### config.mk
export PLATFORM = sky130hd
export DESIGN_NAME = mdio_master_csr
export DESIGN_NICKNAME = d
export VERILOG_FILES = /design/src/rtl/mdio_pkg.sv /design/src/rtl/mdio_clkgen.sv /design/src/rtl/mdio_frame_engine.sv /design/src/rtl/mdio_csr.sv /design/src/rtl/mdio_master_csr.sv
export SDC_FILE = /design/constraint.sdc
export NUM_CORES = 1
export LEC_CHECK = 0
export BUFFER_PORTS_ARGS = -buffer_cell sky130_fd_sc_hd__buf_2
export CAP_MARGIN = 20
export CORE_UTILIZATION = 55
export CTS_CLUSTER_DIAMETER = 100
export DETAILED_ROUTE_END_ITERATION = 10
export PLACE_DENSITY = 0.8
export SLEW_MARGIN = 20
export SYNTH_ARGS = -nofsm -noshare
export SYNTH_HDL_FRONTEND = slang
export SYNTH_SLANG_ARGS = --single-unit
### constraint.sdc
create_clock -name clk -period 2.8 [get_ports clk]
set_clock_uncertainty 0.1 [all_clocks]
set_input_delay 0.7 -clock clk [delete_from_list [all_inputs] [get_ports clk]]
set_output_delay 0.7 -clock clk [all_outputs]
set_load 0.02 [all_outputs]
### src/rtl/mdio_pkg.sv
package mdio_pkg;
  localparam int HOST_W     = 32;
  localparam int FRAME_LEN  = 64;
  localparam int IDX_W      = $clog2(FRAME_LEN);
  localparam int HALF_W     = 7;
  localparam int TA_FIRST   = 46;
  localparam int DATA_FIRST = 48;
  localparam int WORD_W     = 16;
  localparam int ADR_W      = 5;
  localparam int SEL_W      = 3;

  // command field positions
  localparam int C_START  = 0;
  localparam int C_EXT    = 1;
  localparam int C_OPHI   = 3;
  localparam int C_SEL_LO = 8;
  localparam int C_REG_LO = 16;
  localparam int C_PHY_LO = 21;

  typedef enum logic [1:0] {
    ENG_IDLE = 2'd0,
    ENG_ADDR = 2'd1,
    ENG_XFER = 2'd2
  } eng_state_t;

  function automatic logic [HALF_W-1:0] half_cycles(input logic [SEL_W-1:0] sel);
    logic [HALF_W-1:0] h;
    case (sel)
      3'd0:    h = 7'd8;
      3'd1:    h = 7'd13;
      3'd2:    h = 7'd21;
      3'd3:    h = 7'd31;
      3'd4:    h = 7'd51;
      default: h = 7'd62;
    endcase
    return h;
  endfunction

  function automatic logic [FRAME_LEN-1:0] make_frame(
    input logic [1:0]        st,
    input logic [1:0]        op,
    input logic [ADR_W-1:0]  pa,
    input logic [ADR_W-1:0]  ra,
    input logic [WORD_W-1:0] d
  );
    return {32'hFFFF_FFFF, st, op, pa, ra, 2'b10, d};
  endfunction
endpackage

### src/rtl/mdio_clkgen.sv
module mdio_clkgen
  import mdio_pkg::*;
(
  input  logic              clk,
  input  logic              rst_n,
  input  logic              run,
  input  logic [HALF_W-1:0] half,
  output logic              tick
);
  logic [HALF_W-1:0] cnt_q, cnt_d;

  always_comb begin
    tick  = run && (cnt_q == half - 1'b1);
    cnt_d = cnt_q;
    if (!run)      cnt_d = '0;
    else if (tick) cnt_d = '0;
    else           cnt_d = cnt_q + 1'b1;
  end

  always_ff @(posedge clk or negedge rst_n) begin
    if (!rst_n) cnt_q <= '0;
    else        cnt_q <= cnt_d;
  end

  AST_TICK_GAP: assert property (@(posedge clk) disable iff (!rst_n)
    tick |=> !tick);
endmodule

### src/rtl/mdio_frame_engine.sv
module mdio_frame_engine
  import mdio_pkg::*;
(
  input  logic              clk,
  input  logic              rst_n,
  input  logic              start,
  input  logic              ext,
  input  logic              rd_op,
  input  logic [ADR_W-1:0]  phy,
  input  logic [ADR_W-1:0]  regad,
  input  logic [WORD_W-1:0] wdata,
  input  logic [WORD_W-1:0] xaddr,
  input  logic              tick,
  input  logic              mdio_i,
  output logic              run,
  output logic              mdc,
  output logic              mdio_o,
  output logic              mdio_oe,
  output logic              done,
  output logic [WORD_W-1:0] rdata
);
  eng_state_t           state_q, state_d;
  logic [FRAME_LEN-1:0] frame_q, frame_d;
  logic [IDX_W-1:0]     idx_q, idx_d;
  logic                 hi_q, hi_d;
  logic                 mdc_q, mdc_d;
  logic                 rdf_q, rdf_d;
  logic [WORD_W-1:0]    sin_q, sin_d;
  logic [FRAME_LEN-1:0] xfer_frame, addr_frame;
  logic                 last_bit;

  always_comb begin
    last_bit   = (idx_q == IDX_W'(FRAME_LEN - 1));
    addr_frame = make_frame(2'b00, 2'b00, phy, regad, xaddr);
    if (ext) xfer_frame = make_frame(2'b00, rd_op ? 2'b11 : 2'b01, phy, regad, wdata);
    else     xfer_frame = make_frame(2'b01, rd_op ? 2'b10 : 2'b01, phy, regad, wdata);

    state_d = state_q;
    frame_d = frame_q;
    idx_d   = idx_q;
    hi_d    = hi_q;
    mdc_d   = mdc_q;
    rdf_d   = rdf_q;
    sin_d   = sin_q;
    done    = 1'b0;

    if (state_q == ENG_IDLE) begin
      if (start) begin
        idx_d = '0;
        hi_d  = 1'b0;
        mdc_d = 1'b0;
        if (ext) begin
          frame_d = addr_frame;
          rdf_d   = 1'b0;
          state_d = ENG_ADDR;
        end else begin
          frame_d = xfer_frame;
          rdf_d   = rd_op;
          state_d = ENG_XFER;
        end
      end
    end else if (tick) begin
      if (!hi_q) begin
        mdc_d = 1'b1;
        hi_d  = 1'b1;
        if (rdf_q && idx_q >= IDX_W'(DATA_FIRST))
          sin_d = {sin_q[WORD_W-2:0], mdio_i};
      end else begin
        mdc_d = 1'b0;
        hi_d  = 1'b0;
        if (last_bit) begin
          if (state_q == ENG_ADDR) begin
            frame_d = xfer_frame;
            rdf_d   = rd_op;
            idx_d   = '0;
            state_d = ENG_XFER;
          end else begin
            state_d = ENG_IDLE;
            done    = 1'b1;
          end
        end else begin
          idx_d   = idx_q + 1'b1;
          frame_d = {frame_q[FRAME_LEN-2:0], 1'b0};
        end
      end
    end
  end

  always_ff @(posedge clk or negedge rst_n) begin
    if (!rst_n) begin
      state_q <= ENG_IDLE;
      frame_q <= '0;
      idx_q   <= '0;
      hi_q    <= 1'b0;
      mdc_q   <= 1'b0;
      rdf_q   <= 1'b0;
      sin_q   <= '0;
    end else begin
      state_q <= state_d;
      frame_q <= frame_d;
      idx_q   <= idx_d;
      hi_q    <= hi_d;
      mdc_q   <= mdc_d;
      rdf_q   <= rdf_d;
      sin_q   <= sin_d;
    end
  end

  assign run     = (state_q != ENG_IDLE);
  assign mdc     = mdc_q;
  assign mdio_o  = run ? frame_q[FRAME_LEN-1] : 1'b1;
  assign mdio_oe = run && !(rdf_q && idx_q >= IDX_W'(TA_FIRST));
  assign rdata   = sin_q;

  AST_MDC_IDLE_LOW: assert property (@(posedge clk) disable iff (!rst_n)
    (state_q == ENG_IDLE) |-> !mdc_q);
  AST_START_WHEN_IDLE: assert property (@(posedge clk) disable iff (!rst_n)
    start |-> (state_q == ENG_IDLE));
endmodule

### src/rtl/mdio_csr.sv
module mdio_csr
  import mdio_pkg::*;
(
  input  logic              clk,
  input  logic              rst_n,
  input  logic              wr_en,
  input  logic              wr_sel,
  input  logic [HOST_W-1:0] wr_data,
  input  logic              rd_sel,
  input  logic              done,
  input  logic [WORD_W-1:0] rdata,
  output logic [HOST_W-1:0] rd_data,
  output logic              start,
  output logic              ext,
  output logic              rd_op,
  output logic [SEL_W-1:0]  clk_sel,
  output logic [ADR_W-1:0]  phy,
  output logic [ADR_W-1:0]  regad,
  output logic [WORD_W-1:0] wdata,
  output logic [WORD_W-1:0] xaddr
);
  logic [HOST_W-1:1] cmd_q, cmd_d;
  logic [HOST_W-1:0] data_q, data_d;
  logic              busy_q, busy_d;
  logic              start_q, start_d;
  logic              accept;

  always_comb begin
    accept  = wr_en && !busy_q;
    cmd_d   = cmd_q;
    data_d  = data_q;
    busy_d  = busy_q;
    start_d = 1'b0;
    if (accept && !wr_sel) begin
      cmd_d = wr_data[HOST_W-1:1];
      if (wr_data[C_START]) begin
        busy_d  = 1'b1;
        start_d = 1'b1;
      end
    end
    if (accept && wr_sel) data_d = wr_data;
    if (done) begin
      busy_d = 1'b0;
      if (rd_op) data_d[WORD_W-1:0] = rdata;
    end
  end

  always_ff @(posedge clk or negedge rst_n) begin
    if (!rst_n) begin
      cmd_q   <= '0;
      data_q  <= '0;
      busy_q  <= 1'b0;
      start_q <= 1'b0;
    end else begin
      cmd_q   <= cmd_d;
      data_q  <= data_d;
      busy_q  <= busy_d;
      start_q <= start_d;
    end
  end

  assign rd_data = rd_sel ? data_q : {cmd_q, busy_q};
  assign start   = start_q;
  assign ext     = cmd_q[C_EXT];
  assign rd_op   = cmd_q[C_OPHI];
  assign clk_sel = cmd_q[C_SEL_LO +: SEL_W];
  assign regad   = cmd_q[C_REG_LO +: ADR_W];
  assign phy     = cmd_q[C_PHY_LO +: ADR_W];
  assign wdata   = data_q[WORD_W-1:0];
  assign xaddr   = data_q[HOST_W-1:WORD_W];

  AST_CMD_FROZEN: assert property (@(posedge clk) disable iff (!rst_n)
    (busy_q && $past(busy_q)) |-> $stable(cmd_q));
  AST_XADDR_FROZEN: assert property (@(posedge clk) disable iff (!rst_n)
    (busy_q && $past(busy_q)) |-> $stable(data_q[HOST_W-1:WORD_W]));
  AST_DONE_WHILE_BUSY: assert property (@(posedge clk) disable iff (!rst_n)
    done |-> busy_q);
endmodule

### src/rtl/mdio_master_csr.sv
module mdio_master_csr
  import mdio_pkg::*;
(
  input  logic              clk,
  input  logic              rst_n,
  input  logic              host_wr_en,
  input  logic              host_wr_sel,
  input  logic [HOST_W-1:0] host_wr_data,
  input  logic              host_rd_sel,
  output logic [HOST_W-1:0] host_rd_data,
  output logic              mdc,
  output logic              mdio_o,
  output logic              mdio_oe,
  input  logic              mdio_i
);
  logic              start, ext, rd_op, run, tick, done;
  logic [SEL_W-1:0]  clk_sel;
  logic [ADR_W-1:0]  phy, regad;
  logic [WORD_W-1:0] wdata, xaddr, rdata;

  mdio_csr u_csr (
    .clk(clk), .rst_n(rst_n),
    .wr_en(host_wr_en), .wr_sel(host_wr_sel), .wr_data(host_wr_data),
    .rd_sel(host_rd_sel), .done(done), .rdata(rdata), .rd_data(host_rd_data),
    .start(start), .ext(ext), .rd_op(rd_op), .clk_sel(clk_sel),
    .phy(phy), .regad(regad), .wdata(wdata), .xaddr(xaddr)
  );

  mdio_clkgen u_clk (
    .clk(clk), .rst_n(rst_n), .run(run),
    .half(half_cycles(clk_sel)), .tick(tick)
  );

  mdio_frame_engine u_eng (
    .clk(clk), .rst_n(rst_n), .start(start), .ext(ext), .rd_op(rd_op),
    .phy(phy), .regad(regad), .wdata(wdata), .xaddr(xaddr),
    .tick(tick), .mdio_i(mdio_i), .run(run), .mdc(mdc),
    .mdio_o(mdio_o), .mdio_oe(mdio_oe), .done(done), .rdata(rdata)
  );
endmodule

==> metrics.csv, run 1 <==
stage,metric,value,unit
status,status,completed,
die,core_area,12770,µm²
grt,grt_max_degree,134,
power_and_ir_drop,peakVddDrop,0.5608,mV
clocking,clock_latency,0.42,ns
clocking,cts_hold_buf,0,
critical_path,r2r_setup_slack,0.23,ns
critical_path,r2r_end,u_eng.rdf_q,
critical_path,r2r_start,u_csr.cmd_q[8],
synth,yosysTopAreaCell,dfrtp_1,
critical_path,slowest_stage,or4b_1,
routing,first_pass_iters,5,
timing,drv_slew,0,
timing,setup_viol,0,
die,initial_core_util,57.13,%
critical_path,critPathTopFamily,simple AND/OR/NAND/NOR gates,
timing,rsz0062_at_grt,false,
grt,gr-total-overflow,0,
synth,ys_ff_latch,162,
synth,yosysWarnings,0,
routing,wl,15410,µm
synth,synthDistinctLibCells,47,
worst_hold_path,hold_path_class,primary input to async pin,
synth,yosysSeqAreaShare,55.56,%
synth,syn_nets,697,
grt,antenna_found_initial,0,
clocking,clkTransAtPathRegs,0.06,ns
job,cap_violations,0,
synth,synth_area_leaders,"dfrtp_1, mux2_2, nor2_1",
timing,slew_headroom,29.31,%
final_layout,drive_above_1_share,30.43,%
routing,wire_per_inst,16.97,µm
grt,grt_pass1_vias,5175,
timing,tightest_slew,1.060,ns
synth,synth-main-ff-cell,dfrtp_1,
critical_path,start_kind,flop,
critical_path,r2r_cells,6,
power_and_ir_drop,design_power_total,9009,µW
timing,period_needed,2.565,ns
grt,grt.total_usage,24.45,%
final_layout,area_growth,16.02,%
synth,syn-mean-instance-area,11.11,µm²
clocking,cts_resized,0,
routing,via_count,5222,
timing,hold_violations,0,
die,fp.dieW,117.2,µm
timing,period_share,91.62,%
critical_path,path_max_fanout,7,
critical_path,crit_buf_inv,0,
critical_path,required,3.01,ns
timing,max_freq,389.8,MHz
routing,drc,0,
synth,syn_area,7297,µm²
routing,ant_nets,0,
die,die_h,117.2,µm
synth,synth_top_area_share,55.56,%
timing,tns,0,ns
routing,via_per_inst,5.751,
synth,synthArstFlopShare,100.0,%
grt,grt_pass1_wl,25250,µm
clocking,clk_path_buf_depth,2,
final_layout,n_antenna_cell,0,
clocking,cts_sinks,162,
timing,timing.final.ws_setup,0.2347,ns
die,io_pins,73,
power_and_ir_drop,p_leak,0.003995,µW
place,gp_congestion,0.8523,
critical_path,slowest_delay,0.53,ns
critical_path,worstPathCellList,nor2_1 > or4b_1 > a311oi_4 > nand3_2 > o21bai_1 > mux2_2,
clocking,h-tree-depth,4,
die,die_area,13730,µm²
final_layout,final_nets,764,
critical_path,worstSetupPathType,flop to flop,
critical_path,critical_path_arrival,2.77,ns
clocking,post_cts_buffers,0,
synth,synth_edf_count,0,
place,portBuffers,72,
place,pre_cts_ws,0.2533,ns
critical_path,setup.worst_path.end_class,flop,
clocking,cts_tree,built,
synth,netlist_instances,657,
die,num_rows,41,
place,dp_hpwl,9996,µm
power_and_ir_drop,pwr_density_cell,1064,nW/µm²
clocking,cts_root_buf,clkbuf_16,
clocking,numCtsBuffers,17,
routing,drt_iter0_markers,335,
[cells in the mapped netlist (2+ instances only)]
cell and n:
o211ai_1 2, nand3_2 2, nand3b_1 2, nand2_1 79, nor3b_1 2, o31ai_1 15, o21ai_1 14, and2_1 4
mux2i_1 28, nor2_1 82, mux2_2 96, nand3_1 9, a31oi_1 3, buf_4 2, clkbuf_1 28, nor3_1 4
inv_1 2, a21oi_1 21, buf_2 2, ha_1 2, dfrtp_1 162, o21ai_0 39, buf_1 4, o22ai_1 15
o21a_1 2, o41ai_1 2, and3_1 4, xor2_1 5, xnor2_1 4, buf_6 4
[through the flow]
step / instance area, µm² / util [%] / instances / hold WS (ns)
finish: 8466 / 66.27 / 908 / 0.1172
floorplan: 7297 / - / 657 / 0.3044
CTS: 8466 / 66.27 / 908 / 0.1302
global placement: 7875 / 61.65 / 877 / 0.3582
detailed placement: 7875 / 61.65 / 877 / 0.3668
global route: 8466 / 66.27 / 908 / 0.1492
[final cells by class]
| type | count | area (µm²) |
|---|---|---|
| sequential | 162 | 4054 |
| fill | 932 | 4308 |
| multi-input combinational | 453 | 3062 |
| clock buffer | 17 | 425.4 |
| tap | 172 | 215.2 |
| timing repair buffer | 88 | 536.8 |
| inverter | 2 | 7.507 |
| clock inverter | 14 | 165.2 |
[routing by layer]
metal  GRT usage (%)  share of wire, %
met3           5.613               4.5
met2           40.55                52
met1           31.10                42
met4           10.13               2.1
met5               0                 0
[worst reg2reg max path, cell delays in order (launching register included)]
cell and delay (ns):
dfrtp_1 0.44, nor2_1 0.13, or4b_1 0.53, a311oi_4 0.41, nand3_2 0.18, o21bai_1 0.29, mux2_2 0.37
[cells by family after synthesis]
family / after synthesis / share of synthesized area, %
compound gates: 123 / 10.39
xor+xnor: 9 / 1.080
fa+ha+maj: 2 / 0.3429
buf+inv: 42 / 2.709
flops: 162 / 55.56
mux: 124 / 18.66
simple gates: 195 / 11.27
[worst max-delay path by stage]
| stage | from | end | slack (ns) | depth (start not counted) |
|---|---|---|---|---|
| floorplan | u_csr.cmd_q[10] | u_eng.frame_q[13] | 0.32 | 8 |
| global placement | u_eng.idx_q[0] | u_eng.frame_q[2] | 0.34 | 6 |
| detailed placement | u_csr.cmd_q[8] | u_eng.rdf_q | 0.25 | 6 |
| CTS | u_csr.cmd_q[9] | u_eng.rdf_q | 0.23 | 6 |
| global route | u_eng.idx_q[0] | u_eng.frame_q[12] | 0.05 | 8 |
| finish | u_csr.cmd_q[8] | u_eng.rdf_q | 0.23 | 6 |
[cells in the final DEF (no fill, tap or decap), types with 3 or more instances in the layout]
cell type  instances
a21oi_1           21
a31oi_1            3
and2_1             4
and3_1             4
buf_12             4
buf_2             71
buf_4             12
bufinv_16          3
clkbuf_16         17
clkinv_2           6
clkinv_4           3
dfrtp_1          162
mux2_2            96
mux2i_1           28
nand2_1           78
nand3_1            9
nor2_1            82
nor3_1             4
o21ai_0           39
o21ai_1           14
o22ai_1           15
o31ai_1           15
xnor2_1            4
xor2_1             5
[power breakdown]
| part | leakage (µW) | internal (µW) | switching (µW) |
|---|---|---|---|
| clock | 0.000294 | 1390 | 928 |
| sequential | 0.00202 | 3200 | 675 |
| combinational | 0.00168 | 1260 | 1550 |
[state kept, by name (all words and copies together) (netlist names)]
register / cells
u_eng.frame_q: 64
u_csr.data_q: 32
u_csr.cmd_q: 31
u_eng.rdata: 16
u_clk.cnt_q: 7
u_eng.idx_q: 6
u_eng.state_q: 2
u_csr.busy_q: 1
u_csr.start: 1
u_eng.hi_q: 1
u_eng.rdf_q: 1
Power figures use the tool's default switching activity.
==> run 2, diff against run 1 <==
--- a/config.mk
+++ b/config.mk
@@ -7,10 +7,10 @@
 export LEC_CHECK = 0
 export BUFFER_PORTS_ARGS = -buffer_cell sky130_fd_sc_hd__buf_2
 export CAP_MARGIN = 20
-export CORE_UTILIZATION = 55
+export CORE_UTILIZATION = 50
 export CTS_CLUSTER_DIAMETER = 100
 export DETAILED_ROUTE_END_ITERATION = 10
-export PLACE_DENSITY = 0.8
+export PLACE_DENSITY = 0.76
 export SLEW_MARGIN = 20
 export SYNTH_ARGS = -nofsm -noshare
 export SYNTH_HDL_FRONTEND = slang
==> run 2 against run 1 <==
  * Sequential share of layout area is 0.13 points lower
  * Register-to-register slack worse by 0.04 ns
  * Via count is 1.2% lower
  * Combinational power hardly changed
  * Die area is 9.8% higher
  * Global-route usage is 2.3 points lower
  * Worst hold slack better by 0.024 ns
  * Routed wire length is 2.1% lower
==> metrics.csv, run 2 (synthesis gave the netlist of run 1 again) <==
stage,metric,value,unit
grt,grt.total_usage,22.14,%
routing,wl,15090,µm
grt,gr-total-overflow,0,
clocking,clk_path_buf_depth,2,
timing,timing.final.ws_setup,0.1960,ns
grt,grt_max_degree,129,
power_and_ir_drop,pwr_density_cell,1066,nW/µm²
status,status,completed,
final_layout,area_growth,16.32,%
die,fp.dieW,122.8,µm
timing,drv_slew,0,
critical_path,startpoint,u_csr.cmd_q[8],
power_and_ir_drop,p_leak,0.003979,µW
final_layout,final_nets,762,
final_layout,multi_input_area,3062,µm²
timing,tightest_slew,1.040,ns
critical_path,worstSetupPathType,flop to flop,
timing,setup_viol,0,
place,place_area,7883,µm²
die,io_pins,73,
routing,ant_nets,0,
routing,wire_per_inst,16.49,µm
place,pre_cts_ws,0.2344,ns
timing,tns,0,ns
grt,grt_pass1_vias,5159,
clocking,cts_root_buf,clkbuf_16,
critical_path,start_kind,flop,
place,portBuffers,72,
clocking,cts_resized,0,
final_layout,final_area,8488,µm²
die,core_area,14040,µm²
final_layout,layout_common_cells,"dfrtp_1, mux2_2, nor2_1",
final_layout,drive_above_1_share,30.34,%
clocking,cts_sinks,162,
routing,via_count,5157,
power_and_ir_drop,peakVddDrop,0.5618,mV
critical_path,setup.worst_path.end_class,flop,
critical_path,r2r_setup_slack,0.20,ns
clocking,numCtsBuffers,17,
final_layout,largest_register_ffs,64,
routing,drt_iter0_markers,316,
job,cap_violations,0,
die,num_rows,43,
routing,first_pass_iters,4,
timing,hold_violations,0,
timing,period_share,93.00,%
final_layout,fillers,1103,
clocking,clock_latency,0.43,ns
final_layout,final_common_cell,dfrtp_1,
clocking,cts_tree,built,
place,gp_congestion,0.8166,
critical_path,path_max_fanout,128,
place,dp_hpwl,10110,µm
clocking,post_cts_buffers,0,
critical_path,critical_path_arrival,2.84,ns
critical_path,r2r_cells,6,
final_layout,n_antenna_cell,0,
routing,drc,0,
clocking,clkTransAtPathRegs,0.06,ns
timing,rsz0062_at_grt,false,
die,initial_core_util,51.96,%
timing,period_needed,2.604,ns
die,die_area,15080,µm²
timing,slew_headroom,30.68,%
final_layout,regArea,4054,µm²
grt,grt_pass1_wl,25440,µm
timing,max_freq,384.0,MHz
worst_hold_path,hold_path_class,primary input to async pin,
clocking,cts_hold_buf,0,
critical_path,r2r_end,u_eng.frame_q[6],
clocking,h-tree-depth,4,
routing,via_per_inst,5.636,
die,die_h,122.8,µm
final_layout,largest_register,u_eng.frame_q,
critical_path,required,3.04,ns
grt,antenna_found_initial,0,
final_layout,reg_top3,"u_eng.frame_q (64), u_csr.data_q (32), u_csr.cmd_q (31)",
critical_path,r2r_start,u_csr.cmd_q[8],
[run 2: changes by cell type in the layout (fill, tap and decap cells not counted)]
cell	change
clkinv_4	-2
clkinv_2	-3
buf_12	+1
clkinvlp_4	+4
buf_4	-3
inv_6	+2
[run 2: cell type report]
type	instances	area share, %
well taps	180	2.653
repair buffers	86	6.294
inverters	2	0.08844
multi-input cells	453	36.07
flip-flops and latches	162	47.76
clock buffers	17	5.012
clock inverters	15	2.123
[run 2: how the worst max path moves through the flow]
stage | end | slack [ns] | cells after the start
final | u_eng.frame_q[6] | 0.20 | 6
after global routing | u_eng.frame_q[1] | 0.01 | 8
after CTS | u_eng.rdf_q | 0.21 | 6
after detailed placement | u_eng.frame_q[2] | 0.23 | 6
after global placement | u_eng.rdf_q | 0.35 | 6
after floorplan | u_eng.frame_q[13] | 0.32 | 8
[run 2: through the flow]
stage | power (µW) | hold slack (ns) | util, % | std cells
floorplan | 5782 | 0.3044 | - | 657
global placement | 6547 | 0.3528 | 56.13 | 883
detailed placement | 6722 | 0.3675 | 56.13 | 883
CTS | 9101 | 0.1461 | 60.45 | 915
global route | 9607 | 0.1763 | 60.45 | 915
finish | 9049 | 0.1416 | 60.45 | 915
[run 2: metal layers]
layer / up-vias / part of all wire (%) / GRT usage [%]
met5: - / 0 / 0
met4: 0 / 1.9 / 9.832
met3: 21 / 4.3 / 4.647
met2: 125 / 50 / 36.06
met1: 2572 / 43 / 28.49
li1: 2439 / - / -
[run 2: where the power goes]
group / internal (µW) / switching, µW / total [µW]
combinational: 1280 / 1550 / 2830
sequential: 3200 / 653 / 3860
clock: 1410 / 955 / 2360
total: 5890 / 3160 / 9050
[run 2: worst max-delay path: stages, from the launching register on]
cell	delay, ns
dfrtp_1	0.45
nor2_1	0.12
or4b_1	0.53
a311oi_4	0.44
a31oi_4	0.22
buf_12	0.27
o31ai_1	0.31
==> run 3, diff against run 2 <==
--- a/config.mk
+++ b/config.mk
@@ -14,4 +14,5 @@
 export SLEW_MARGIN = 20
 export SYNTH_ARGS = -nofsm -noshare
 export SYNTH_HDL_FRONTEND = slang
+export SYNTH_HIERARCHICAL = 1
 export SYNTH_SLANG_ARGS = --single-unit
==> run 3 against run 2 <==
  * The flow now finishes with violations (design-rule violations, negative setup slack)
  * Combinational power is 6% lower
  * Final cell count is 5.9% higher
  * Worst setup slack lost 0.65 ns
  * Synthesized cell count is 5.2% higher
  * Core utilization up 2.2 points
  * Worst hold slack worse by 0.087 ns
  * Register-to-register slack got worse by 0.65 ns
  * Die area grew 4.5%
  * Sequential cell count stayed put
  * Critical endpoint is now u_eng/frame_q[24]
==> metrics.csv, run 3 <==
stage,metric,value,unit
die,io_pins,73,
synth,synth_top_area_share,53.13,%
job,cap_violations,0,
critical_path,required,3.01,ns
routing,drt_iter0_markers,392,
final_layout,final_nets,817,
status,status,finished with violations,
final_layout,largest_register_ffs,64,
grt,grt_max_degree,64,
power_and_ir_drop,peakVddDrop,0.6025,mV
critical_path,setup.worst_path.end_class,flop,
synth,synth_edf_count,0,
clocking,clock_latency,0.43,ns
final_layout,fillers,1077,
routing,ant_nets,0,
critical_path,crit_buf_inv,3,
grt,grt.total_usage,23.20,%
routing,wl,17440,µm
synth,synth_common_cells,"dfrtp_1, nand2_1, mux2_2",
routing,wl_met1,7555,µm
clocking,numCtsBuffers,17,
power_and_ir_drop,pwr_density_cell,905.8,nW/µm²
critical_path,r2r_end,u_eng/frame_q[24],
synth,syn_area,7630,µm²
final_layout,largest_register,u_eng/frame_q,
grt,grt_pass1_vias,5704,
timing,hold_violations,0,
synth,syn_nets,732,
timing,period_share,116.2,%
clocking,cts_root_buf,clkbuf_16,
clocking,cts_sinks,162,
routing,wl_met2,8750,µm
synth,syn-mean-instance-area,11.04,µm²
critical_path,slowest_delay,0.55,ns
critical_path,worstSetupPathType,flop to flop,
timing,slew_headroom,44.95,%
place,gp_congestion,0.8346,
die,core_area,14700,µm²
synth,synth_most_common_cell,dfrtp_1,
timing,setup_viol,105,
routing,highest_layer,met4,
critical_path,start_kind,flop,
final_layout,multi_input_area,3402,µm²
die,num_rows,44,
timing,timing.final.ws_setup,-0.4528,ns
die,initial_core_util,51.91,%
routing,wire_per_inst,17.99,µm
die,die_area,15760,µm²
routing,via_per_inst,5.872,
die,fp.dieW,125.5,µm
synth,synthArstFlopShare,100.0,%
place,place_area,8358,µm²
grt,grt_pass1_wl,28840,µm
final_layout,n_antenna_cell,0,
final_layout,layout_common_cells,"dfrtp_1, nand2_1, mux2_2",
worst_hold_path,hold_path_class,primary input to async pin,
synth,yosysTopAreaCell,dfrtp_1,
die,die_h,125.5,µm
final_layout,area_growth,20.78,%
timing,drv_slew,0,
final_layout,regArea,4055,µm²
synth,netlist_instances,691,
timing,period_needed,3.253,ns
critical_path,worstPathCellList,or2_4 > xor2_4 > inv_2 > ha_4 > nor3b_4 > xnor2_1 > or4_4 > a31oi_4 > o211ai_1 > buf_4 > a32o_2 > buf_6 > nand2_2 > o21ai_2,
power_and_ir_drop,p_leak,0.004202,µW
timing,whs,0.05501,ns
grt,gr-total-overflow,0,
routing,drc,1,
routing,first_pass_iters,8,
timing,tightest_slew,0.8232,ns
clocking,clkTransAtPathRegs,0.06,ns
synth,synth_area_leaders,"dfrtp_1, mux2_2, nand2_1",
critical_path,r2r_setup_slack,-0.45,ns
grt,antenna_found_initial,0,
final_layout,drive_above_1_share,34.65,%
final_layout,final_common_cell,dfrtp_1,
routing,via_count,5690,
place,portBuffers,72,
synth,yosysSeqAreaShare,53.13,%
critical_path,critPathTopFamily,simple AND/OR/NAND/NOR gates,
clocking,clk_path_buf_depth,2,
critical_path,path_max_fanout,5,
synth,synth-main-ff-cell,dfrtp_1,
critical_path,r2r_cells,14,
clocking,cts_tree,built,
synth,ys_ff_latch,162,
routing,wl_met3,721,µm
final_layout,reg_top3,"u_eng/frame_q (64), u_csr/data_q (32), u_csr/cmd_q (31)",
status,violations,"design-rule violations, negative setup slack",
clocking,h-tree-depth,4,
critical_path,r2r_start,u_csr/cmd_q[9],
synth,synthDistinctLibCells,59,
timing,rsz0062_at_grt,true,
place,dp_hpwl,11380,µm
timing,max_freq,307.4,MHz
synth,yosysWarnings,6,
critical_path,critical_path_arrival,3.46,ns
critical_path,slowest_stage,or4_4,
final_layout,final_area,9215,µm²
==> run 3: worst max path at each step <==
stage	startpoint	end	cells past startpoint
3_3_place_gp	u_csr/cmd_q[9]	u_eng/frame_q[0]	13
2_1_floorplan	u_csr/cmd_q[9]	u_eng/frame_q[17]	14
6_report	u_csr/cmd_q[9]	u_eng/frame_q[24]	14
3_5_place_dp	u_csr/cmd_q[9]	u_eng/frame_q[4]	13
4_1_cts	u_csr/cmd_q[9]	u_eng/frame_q[4]	14
5_1_grt	u_csr/cmd_q[9]	u_eng/frame_q[13]	13
==> run 3: layout make-up <==
cell class,count,share of cell area (%)
sequential,162,44.01
timing repair buffer,122,10.33
clock inverter,4,0.5295
multi-input combinational,469,36.92
inverter,4,0.1629
clock buffer,24,5.553
tap,184,2.498
==> run 3: kinds of logic after synthesis <==
| family | after synthesis | synth area share [%] |
|---|---|---|
| xor gates and xnor gates | 16 | 1.837 |
| AOI/OAI and AO/OA | 129 | 12.18 |
| and+or+nand+nor | 214 | 12.61 |
| adders and majority gates | 3 | 0.4920 |
| muxes | 105 | 15.09 |
| DFF | 162 | 53.13 |
| other | 1 | 0.04915 |
| buffers and inverters | 61 | 4.608 |
==> run 3: power by group <==
group          internal (µW)  switching (µW)  leakage, µW
sequential              2940             534      0.00179
clock                   1340             873     0.000280
combinational           1320            1340      0.00213
total                   5600            2750      0.00420
==> run 3: timing repair <==
| action | CTS | global route |
|---|---|---|
| cloned | 5 | 1 |
| hold buffers | 0 | 0 |
| resized for setup | 29 | 20 |
| hold endpoints to repair | 0 | 0 |
| setup endpoints to repair | 105 | 107 |
| setup buffers | 4 | 1 |
| pin swaps | 9 | 4 |
==> run 3: through the flow <==
stage	util [%]	total power, µW	cells	setup WS, ns	setup TNS, ns
2_1_floorplan	-	5286	691	-0.6745	-57.65
3_3_place_gp	56.86	5829	930	-0.3663	-29.14
3_5_place_dp	56.86	5985	930	-0.4522	-36.68
4_1_cts	62.13	8304	967	-0.4436	-38.23
5_1_grt	62.69	8789	969	-0.5386	-49.48
6_report	62.69	8347	969	-0.4528	-39.80
==> run 3: metal layers <==
metal | global-route usage [%] | up-vias
li1 | - | 2612
met1 | 29.72 | 2893
met2 | 38.20 | 152
met3 | 5.006 | 33
met4 | 9.756 | 0
met5 | 0 | -
